`src/rtl/cip_pkg.sv`:
```
package cip_pkg;
  localparam int unsigned REG_W  = 16;
  localparam int unsigned BUS_W  = 32;
  localparam int unsigned LANE_W = 8;

  typedef enum logic {
    PORT_INDEX = 1'b0,
    PORT_DATA  = 1'b1
  } port_e;

  // Value a configuration register takes at reset.
  function automatic logic [REG_W-1:0] reset_word(input int unsigned k);
    return 16'h5A00 + REG_W'(k);
  endfunction

  // True when a wide-mode write carries data on an enabled reserved lane.
  function automatic logic reserved_violation(input logic wide,
                                              input logic [3:0] be,
                                              input logic [BUS_W-1:0] d);
    logic bad;
    bad = (be[2] && (d[23:16] != 8'h00)) || (be[3] && (d[31:24] != 8'h00));
    return wide && bad;
  endfunction

  // Merge new bytes into an old word under per-byte write enables.
  function automatic logic [REG_W-1:0] merge_bytes(input logic [REG_W-1:0] old_w,
                                                   input logic [REG_W-1:0] new_w,
                                                   input logic [1:0] en);
    logic [REG_W-1:0] r;
    r[7:0]  = en[0] ? new_w[7:0]  : old_w[7:0];
    r[15:8] = en[1] ? new_w[15:8] : old_w[15:8];
    return r;
  endfunction
endpackage

```
`src/rtl/cip_index_reg.sv`:
```
module cip_index_reg #(
  parameter int unsigned IDX_W = 4
) (
  input  logic             clk,
  input  logic             rst_n,
  input  logic             load,
  input  logic [IDX_W-1:0] din,
  output logic [IDX_W-1:0] q
);
  always_ff @(posedge clk) begin
    if (!rst_n)    q <= '0;
    else if (load) q <= din;
  end
endmodule

```
`src/rtl/cip_lane_gate.sv`:
```
module cip_lane_gate
  import cip_pkg::*;
(
  input  logic             mode_wide,
  input  logic             fire,
  input  logic [3:0]       be,
  input  logic [BUS_W-1:0] wdata,
  output logic [1:0]       byte_we,
  output logic             dropped
);
  logic viol;
  always_comb begin
    viol    = reserved_violation(mode_wide, be, wdata);
    dropped = fire && viol;
    byte_we = (fire && !viol) ? be[1:0] : 2'b00;
  end
endmodule

```
`src/rtl/cip_reg_bank.sv`:
```
module cip_reg_bank
  import cip_pkg::*;
#(
  parameter int unsigned NUM_REGS = 12,
  parameter int unsigned IDX_W    = 4
) (
  input  logic             clk,
  input  logic             rst_n,
  input  logic [IDX_W-1:0] idx,
  input  logic [1:0]       byte_we,
  input  logic [REG_W-1:0] wdata,
  output logic [REG_W-1:0] rd_word,
  output logic             in_range
);
  logic [REG_W-1:0] regs [NUM_REGS];

  assign in_range = ({1'b0, idx} < (IDX_W+1)'(NUM_REGS));

  for (genvar k = 0; k < NUM_REGS; k++) begin : g_reg
    logic hit;
    assign hit = (idx == IDX_W'(k));
    always_ff @(posedge clk) begin
      if (!rst_n)
        regs[k] <= reset_word(k);
      else if (hit && (byte_we != 2'b00))
        regs[k] <= merge_bytes(regs[k], wdata, byte_we);
    end
  end

  always_comb begin
    rd_word = '0;
    for (int k = 0; k < NUM_REGS; k++)
      if (idx == IDX_W'(k)) rd_word = regs[k];
  end
endmodule

```
`src/rtl/cfg_index_port.sv`:
```
module cfg_index_port
  import cip_pkg::*;
#(
  parameter int unsigned NUM_REGS = 12,
  parameter int unsigned IDX_W    = 4
) (
  input  logic        clk,
  input  logic        rst_n,
  input  logic        wide_mode_i,
  input  logic        io_req,
  input  logic        io_write,
  input  logic        io_port,
  input  logic [3:0]  io_be,
  input  logic [31:0] io_wdata,
  output logic [31:0] io_rdata
);
  logic             mode_wide_q;
  logic [IDX_W-1:0] idx_q;
  logic             idx_load;
  logic             data_wr;
  logic             data_rd;
  logic             idx_rd;
  logic             wr_fire;
  logic             wr_dropped;
  logic [1:0]       byte_we;
  logic [REG_W-1:0] rd_word;
  logic             in_range;

  // Strap capture: only while reset is held.
  always_ff @(posedge clk) begin
    if (!rst_n) mode_wide_q <= wide_mode_i;
  end

  assign idx_load = io_req && io_write && (io_port == PORT_INDEX) && io_be[0];
  assign idx_rd   = io_req && !io_write && (io_port == PORT_INDEX);
  assign data_wr  = io_req && io_write && (io_port == PORT_DATA);
  assign data_rd  = io_req && !io_write && (io_port == PORT_DATA);
  assign wr_fire  = data_wr && in_range;

  cip_index_reg #(.IDX_W(IDX_W)) u_idx (
    .clk  (clk),
    .rst_n(rst_n),
    .load (idx_load),
    .din  (io_wdata[IDX_W-1:0]),
    .q    (idx_q)
  );

  cip_lane_gate u_gate (
    .mode_wide(mode_wide_q),
    .fire     (wr_fire),
    .be       (io_be),
    .wdata    (io_wdata),
    .byte_we  (byte_we),
    .dropped  (wr_dropped)
  );

  cip_reg_bank #(.NUM_REGS(NUM_REGS), .IDX_W(IDX_W)) u_bank (
    .clk     (clk),
    .rst_n   (rst_n),
    .idx     (idx_q),
    .byte_we (byte_we),
    .wdata   (io_wdata[REG_W-1:0]),
    .rd_word (rd_word),
    .in_range(in_range)
  );

  always_comb begin
    io_rdata = '0;
    if (idx_rd)
      io_rdata[IDX_W-1:0] = idx_q;
    else if (data_rd && in_range)
      io_rdata[REG_W-1:0] = rd_word;
  end
endmodule

```
`config.mk`:
```
export PLATFORM = sky130hd
export DESIGN_NAME = cfg_index_port
export DESIGN_NICKNAME = d
export VERILOG_FILES = /design/src/rtl/cip_pkg.sv /design/src/rtl/cip_index_reg.sv /design/src/rtl/cip_lane_gate.sv /design/src/rtl/cip_reg_bank.sv /design/src/rtl/cfg_index_port.sv
export SDC_FILE = /design/constraint.sdc
export NUM_CORES = 1
export LEC_CHECK = 0
export BUFFER_PORTS_ARGS = -buffer_cell sky130_fd_sc_hd__buf_2
export CORE_ASPECT_RATIO = 1.1
export CORE_MARGIN = 5
export CORE_UTILIZATION = 60
export DETAILED_ROUTE_END_ITERATION = 10
export PLACE_DENSITY = 0.78
export SETUP_SLACK_MARGIN = 0.15
export SYNTH_ARGS = -nofsm -noshare
export SYNTH_HDL_FRONTEND = slang
export SYNTH_SLANG_ARGS = --single-unit
```
`constraint.sdc`:
```
create_clock -name clk -period 2.8 [get_ports clk]
set_input_delay 0.56 -clock clk [delete_from_list [all_inputs] [get_ports clk]]
set_output_delay 0.56 -clock clk [all_outputs]
set_load 0.05 [all_outputs]
```
## Word-level counts from Yosys, hierarchy flattened

Memories as Yosys holds them, arrays and structs flattened.
Cells that the tools add are included.

- Bitwise logic cells: 13
- Magnitude comparators: 1
- Reduce and logical (&&, ||, !) cells: 32
- Multiplexer cells: 89
- Equality and inequality tests: 11

Operators with widths:

| kind | count |
|---|---|
| $mux W16 | 25 |
| $mux W8 | 24 |
| $mux W1 | 37 |
| $logic_and A1 B1 Y1 | 25 |
| $eq A4 B3 Y1 const B | 4 |
| $eq A4 B4 Y1 const B | 4 |
| $reduce_bool A8 Y1 | 2 |
| $mux W12 | 1 |
| $or A1 B1 Y1 | 12 |
| $eq A4 B2 Y1 const B | 2 |
| $eq A4 B1 Y1 const B | 1 |
| $logic_not A4 Y1 | 1 |
| $lt A4 B4 Y1 const B | 1 |
| $mux W4 | 1 |
| $logic_not A1 Y1 | 2 |
| $mux W2 | 1 |
| $reduce_bool A2 Y1 | 1 |
| $logic_or A1 B1 Y1 | 1 |
| $not A1 Y1 | 1 |

- Bits in registers: 5
- Output and inout bits: 32
- Memories kept: 1
- Word-level logic and storage cells: 149
- Bits of input ports: 42
- Bits in writable memories: 192

Memory list:

| memory | words | width | rd ports | clocked after memory_dff | wr ports | RTL line | text |
|---|---|---|---|---|---|---|---|
| u_bank.regs | 12 | 16 | 12 | 0 | 12 | cip_reg_bank.sv:15 | `logic [REG_W-1:0] regs [NUM_REGS];` |

## Logic depth before layout (Yosys ltp)

Gate-level depths: netlist of the first run.

- Depth after elaboration: 15
- Depth in mapped cells: 8
- Mapped depth without buffers: 5

## Hierarchy

A second synthesis of the first run with hierarchy kept.

- Cells, all modules: 808
- Area total of the unflattened synthesis: 9790.6 sq um

Modules (own cells, without submodules):

| module | cells an instance | area each (sq um) | instances |
|---|---|---|---|
| cip_reg_bank | 733 | 9198.8 | 1 |
| cfg_index_port | 49 | 361.6 | 1 |
| cip_index_reg | 13 | 156.4 | 1 |
| cip_lane_gate | 13 | 73.8 | 1 |

## Worst setup path after synthesis of the first run

Ideal clock, no wire load.

- Kind: reg-to-output
- From: register u_idx.q[0]
- To: output port io_rdata[0]
- Slack: -0.050 ns
- Data required time: 2.240 ns
- Path buffers: 3
- Arrival time: 2.290 ns
- Cell stages (with the launch flop): 8
- Cell sequence: dfxtp_1 buf_2 buf_2 buf_2 o21ai_0 a32oi_1 nand2_1 o21ai_0

- Cells in the longest elaborated chain, start to end: 15
- Elaborated cells on any way between the ends: 28
- Classes of those cells: order compare: 1; eq/ne: 11; mux: 14; reduce/logical: 2

Ends and longest elaborated chain:

| item | RTL line | text |
|---|---|---|
| from (decl) | cip_index_reg.sv:8 | `output logic [IDX_W-1:0] q` |
| from (signal assigned) | cip_index_reg.sv:12 | `else if (load) q <= din;` |
| $logic_not A4 Y1 | cip_reg_bank.sv:33 | `if (idx == IDX_W'(k)) rd_word = regs[k];` |
| $mux W16 (12 in series) | cip_reg_bank.sv:33 |  |
| $mux W16 | cfg_index_port.sv:71 | `else if (data_rd && in_range)` |
| $mux W4 * | cfg_index_port.sv:69 | `if (idx_rd)` |
| to (decl) | cfg_index_port.sv:15 | `output logic [31:0] io_rdata` |

Every way passes the cells marked *; elsewhere a longest branch is shown, timed or not.

## Final worst setup path of the first run

- From: register u_idx.q[1]
- To: output port io_rdata[5]

- Cells in the longest elaborated chain, start to end: 15
- Elaborated cells on any way between the ends: 28
- Classes of those cells: order compare: 1; eq/ne: 11; mux: 14; reduce/logical: 2

Ends and longest elaborated chain:

| item | RTL line |
|---|---|
| $logic_not A4 Y1 | cip_reg_bank.sv:33 |
| $mux W16 (12 in series) | cip_reg_bank.sv:33 |
| $mux W16 * | cfg_index_port.sv:71 |
| $mux W12 * | cfg_index_port.sv:69 |

Marks and branches as above.

==> results_dict.tcl, run 1 <==
set metrics [dict create \
    outcome "complete, no violations" \
    fin_skew_ns 0.00997 \
    pwr_density_cell_nw_per_um2 532 \
    async_flop_share_pct 0 \
    drive_gt1_share_pct 29.8 \
    cp_max_fo 7 \
    wl_um 29800 \
    cts_tree "built" \
    fin_nets 1043 \
    grt_overflow_total 0 \
    cts_hold_buf 0 \
    wl_per_cell_um 24.4 \
    numCtsBuffers 17 \
    cts-root-buf "clkbuf_16" \
    layout_commonest_cell "edfxtp_1" \
    fill_cells 1086 \
    grt_pass1_wl_um 44700 \
    worst_slew_pin_slew_ns 0.672 \
    yosysSeqAreaShare_pct 58.8 \
    drc 0 \
    power_w 0.00648 \
    drv_slew 0 \
    ant_nets 0 \
    drv_cap 0 \
    rows 49 \
    regToRegSetupSlack_ns 0.43 \
    r2r-end "u_bank.regs[1][21]" \
    die_x_um 133 \
    arrival_ns 2.22 \
    stdcell_count 1219 \
    p_leak_nw 3.88 \
    drtPass1Iterations 5 \
    initial_core_util_pct 61.0 \
    die_y_um 145 \
    rsz0062_at_grt "yes" \
    drt_iter0_markers 1104 \
    synth_top_flop_cell "edfxtp_1" \
    clk_pin_slew_worst_paths_ns 0.07 \
    final_hold_viol_count 0 \
    antenna_found_initial 1 \
    synth-seq-cells 197 \
    hold_path_class "in2reg" \
    clk_latency_ns 0.44 \
    die_area_um2 19300 \
    multiInputGateArea_um2 4030 \
    grt_max_degree 35 \
    setup.worst_path.end "io_rdata[5]" \
    synth_area_per_cell_um2 11.0 \
    r2r_cells 8 \
    gp_congestion 0.968 \
    dp_hpwl_um 19300 \
    pin_count 74 \
    syn_inst 905 \
    place_inst 1162 \
    post-route-period-util_pct 99.2 \
    vdd_drop_max_mv 0.422 \
    synth_cell_types 65 \
    netlist_area_um2 9990 \
    via_count 7958 \
    grtUsageTotal_pct 30.6 \
    yosysWarnings 0 \
    vias_per_cell 6.53 \
    period_needed_ns 2.78 \
    clockBufferDepth 2 \
    clock-sinks 197 \
    port-buffer-count 57 \
    synth_edf_count 193 \
    htree_levels 4 \
    fmax_mhz 360 \
    syn2layout_area_growth_pct 21.9 \
    cp-startpoint "u_idx.q[1]" \
    fin_tns_setup_ns 0 \
    grt_pass1_vias 7931 \
    relSlewSlack_pct 55.0 \
    endpoint_kind "output port" \
    startpoint_type "flop" \
    fp.coreArea_um2 16400 \
    setup.worst_path.class "reg2out" \
    layout_common_cells "193 x edfxtp_1, 149 x nor2_1, 102 x nand2_1, 72 x buf_4, 53 x o21ai_0" \
    setup_viol 0 \
    r2r-start "u_idx.q[3]" \
    final-seq-area_um2 5890 \
    fin_util_pct 74.4 \
    cp.required_ns 2.24 \
]
## Yosys cell counts (12+ instances only)
| master | n | share of area, % |
|---|---|---|
| a211oi_1 | 13 | 0.98 |
| a21oi_1 | 40 | 2.0 |
| a31oi_1 | 13 | 0.81 |
| buf_2 | 33 | 1.7 |
| buf_4 | 29 | 2.2 |
| clkbuf_1 | 24 | 0.90 |
| edfxtp_1 | 193 | 58 |
| mux2_2 | 15 | 1.7 |
| mux2i_1 | 45 | 4.5 |
| nand2_1 | 103 | 3.9 |
| nand3_1 | 18 | 0.90 |
| nor2_1 | 152 | 5.7 |
| nor2b_1 | 12 | 0.75 |
| o21ai_0 | 68 | 3.4 |
## logic make-up (layout without fill, tap and decap cells)
| family | Yosys count | in the layout | synth area share (%) |
|---|---|---|---|
| and+or+nand+nor | 353 | 353 | 16.8 |
| DFF | 197 | 197 | 58.8 |
| AOI/OAI and AO/OA | 195 | 195 | 12.1 |
| buffers and inverters | 97 | 191 | 5.56 |
| muxes | 62 | 62 | 6.65 |
| other | 1 | 17 | 0.0375 |
## through the flow
stage          hold slack, ns  cell area, um2  worst slack (ns)
2_1_floorplan           0.659           10100             0.178
3_3_place_gp            0.737           10700             0.225
3_5_place_dp            0.739           10700             0.124
4_1_cts                 0.284           12000            0.0678
5_1_grt                 0.284           12200           0.00367
6_report                0.290           12200            0.0217
## routing by layer
layer	routed length (um)	vias to the layer above	GRT usage [%]
met5	0	-	0
met4	1620	0	16.1
met3	2910	126	5.30
met2	14600	549	51.0
met1	10600	3825	38.3
li1	-	3458	-
## repair_timing
action                                  CTS  global route
pin swaps                                28            16
buffers inserted                         21             0
endpoints found under the setup margin   16            16
gates cloned                              2             1
gates resized for setup                 118            35
## area by class of cell
cell class | instances | area share, %
Clock buffer | 17 | 3.49
Timing Repair Buffer | 155 | 11.3
Clock inverter | 15 | 1.45
Inverter | 4 | 0.154
Antenna cell | 1 | 0.0206
Sequential cell | 197 | 48.4
Tap cell | 204 | 2.10
Multi-Input combinational cell | 626 | 33.1
## how the worst min path moves through the flow
stage / slack (ns) / cells past startpoint / endpoint / start
floorplan: 0.66 / 0 / mode_wide_q / wide_mode_i
global placement: 0.74 / 1 / mode_wide_q / wide_mode_i
detailed placement: 0.74 / 1 / mode_wide_q / wide_mode_i
CTS: 0.28 / 1 / mode_wide_q / wide_mode_i
global route: 0.28 / 1 / mode_wide_q / wide_mode_i
finish: 0.29 / 1 / mode_wide_q / wide_mode_i
## state kept, by name, indices dropped and copies added, names as in the netlist
register / cells
u_bank.regs: 192
u_idx.q: 4
mode_wide_q: 1
## critical path, cell delays in order (launching register included)
cell and delay (ns):
dfxtp_4 0.39, buf_6 0.13, clkinvlp_4 0.15, buf_12 0.18, a21boi_2 0.14, nor3_2 0.05
o31ai_2 0.29, buf_4 0.19, a31oi_4 0.07, buf_6 0.16
## report_power, final
part | total, W | internal, W | switching, W
Combinational | 0.000616 | 0.000209 | 0.000408
Clock | 0.00254 | 0.00141 | 0.00113
Sequential | 0.00332 | 0.00329 | 0.0000291
(Power assumes the default switching activity.)
==> run 2, diff against run 1 <==
Clock period 2.8 ns to 3.55 ns, I/O delays scaled along.
==> run 2 against run 1 <==
Compared with the run above: clock power is 23% lower; worst hold slack better by 0.16 ns; first-iteration DRC count is 4.9% lower; non-clock buffer count is 46 lower; critical endpoint is now io_rdata[0]; largest cell class unchanged; largest power group unchanged; highest routed layer unchanged.
==> results_dict.tcl, run 2 (synthesized netlist as in run 1, its figures left out) <==
set metrics [dict create \
    layout_commonest_cell "edfxtp_1" \
    worstPathCellList "buf_4 -> nand2b_1 -> buf_4 -> o22ai_1 -> a32oi_1 -> nand2_1 -> o21ai_0 -> buf_2" \
    fp.coreArea_um2 16400 \
    max_stage_delay_ns 0.45 \
    path_common_cell "buf_4" \
    endpoint_kind "output port" \
    clock-sinks 197 \
    port-buffer-count 57 \
    fin_skew_ns 0.0121 \
    post-route-period-util_pct 94.1 \
    cts-root-buf "clkbuf_16" \
    fin_nets 997 \
    whs_ns 0.449 \
    setup_viol 0 \
    grt_pass1_vias 7634 \
    grt_overflow_total 0 \
    dp_hpwl_um 19300 \
    cp.required_ns 2.84 \
    ant_nets 0 \
    worst_slew_pin_slew_ns 0.838 \
    grt_pass1_wl_um 42000 \
    drc 0 \
    clk_latency_ns 0.44 \
    syn2layout_area_growth_pct 10.6 \
    die_area_um2 19300 \
    hold_path_class "in2reg" \
    layout_common_cells "193 x edfxtp_1, 152 x nor2_1, 103 x nand2_1, 68 x o21ai_0, 57 x buf_2" \
    gp_congestion 0.917 \
    rows 49 \
    arrival_ns 2.63 \
    antenna_found_initial 0 \
    top_register "u_bank.regs" \
    cts_tree "built" \
    reg.largest.list "u_bank.regs: 192 flops, u_idx.q: 4 flops, mode_wide_q: 1 flops" \
    insertedDiodeCount 0 \
    pin_count 74 \
    vias_per_cell 6.56 \
    largest_reg_flops 192 \
    p_leak_nw 3.46 \
    cp_slowest_cell "dfxtp_2" \
    path_delay_family "buffers and inverters" \
    cts_hold_buf 0 \
    pwr_density_cell_nw_per_um2 450 \
    clockBufferDepth 2 \
    outcome "complete, no violations" \
    drt_iter0_markers 1050 \
    die_y_um 145 \
    via_count 7677 \
    cp_max_fo 17 \
    drv_cap 0 \
    fmax_mhz 299 \
    htree_levels 4 \
    path_buf_inv 3 \
    setup.worst_path.class "reg2out" \
    wl_per_cell_um 23.6 \
    initial_core_util_pct 61.0 \
    relSlewSlack_pct 43.9 \
    rsz0062_at_grt "yes" \
    grt_max_degree 39 \
    startpoint_type "flop" \
    period_needed_ns 3.34 \
    grtUsageTotal_pct 28.5 \
    wl_um 27600 \
    fin_tns_setup_ns 0 \
    vdd_drop_max_mv 0.337 \
    numCtsBuffers 17 \
    final_hold_viol_count 0 \
    drv_slew 0 \
    die_x_um 133 \
    drtPass1Iterations 6 \
    drive_gt1_share_pct 18.7 \
    clk_pin_slew_worst_paths_ns 0.07 \
]
## run 2: cell count changes in the layout (fill, tap and decap cells not counted), moves of 10 or more
cell     delta
buf_2      +16
buf_4      -23
buf_6      -24
o21ai_0    +15
o21ai_1    -10
## run 2: through the flow
step                      area [um2]  power (W)  cells  setup slack, ns  util (%)
final                          11000    0.00497   1171            0.209      67.5
after detailed placement       10400    0.00306   1139            0.501      63.7
after global routing           11000    0.00510   1171            0.116      67.5
after CTS                      11000    0.00497   1170            0.177      67.4
after floorplan                10000    0.00293    920            0.409         -
after global placement         10400    0.00305   1139            0.515      63.7
## run 2: path summary, 6_finish.rpt
| kind | from | endpoint | slack [ns] | cells past startpoint |
|---|---|---|---|---|
| hold / removal | wide_mode_i | mode_wide_q | 0.45 | 1 |
| setup / recovery | u_idx.q[2] | io_rdata[0] | 0.21 | 8 |
| hold reg to reg | u_idx.q[2] | u_idx.q[2] | 0.62 | 2 |
| setup reg to reg | u_idx.q[2] | u_bank.regs[1][48] | 0.99 | 7 |
## run 2: final cells by class
type	instances	area, um2
clock buffer	17	425
clock inverter	14	164
fill	1250	5320
inverter	4	15.0
multi-input combinational	626	3610
sequential	197	5880
tap	204	255
timing repair buffer	109	687
## run 2: timing repair
| action | CTS | global route |
|---|---|---|
| endpoints found under the hold margin | 0 | 0 |
| setup buffers | 0 | 1 |
| gates resized for setup | 1 | 3 |
| setup endpoints to repair | 1 | 8 |
| pin swaps | 0 | 0 |
## run 2: where the power goes
part           switching (W)  internal (W)
clock network       0.000902       0.00106
registers          0.0000243       0.00259
logic               0.000286      0.000110
total                0.00121       0.00376
## run 2: metal layers
metal	up-vias	routed length, um	global-route usage [%]
met5	-	0	0
met4	0	1050	12.7
met3	78	2820	5.85
met2	550	13700	47.4
met1	3695	10100	36.2
li1	3354	-	-
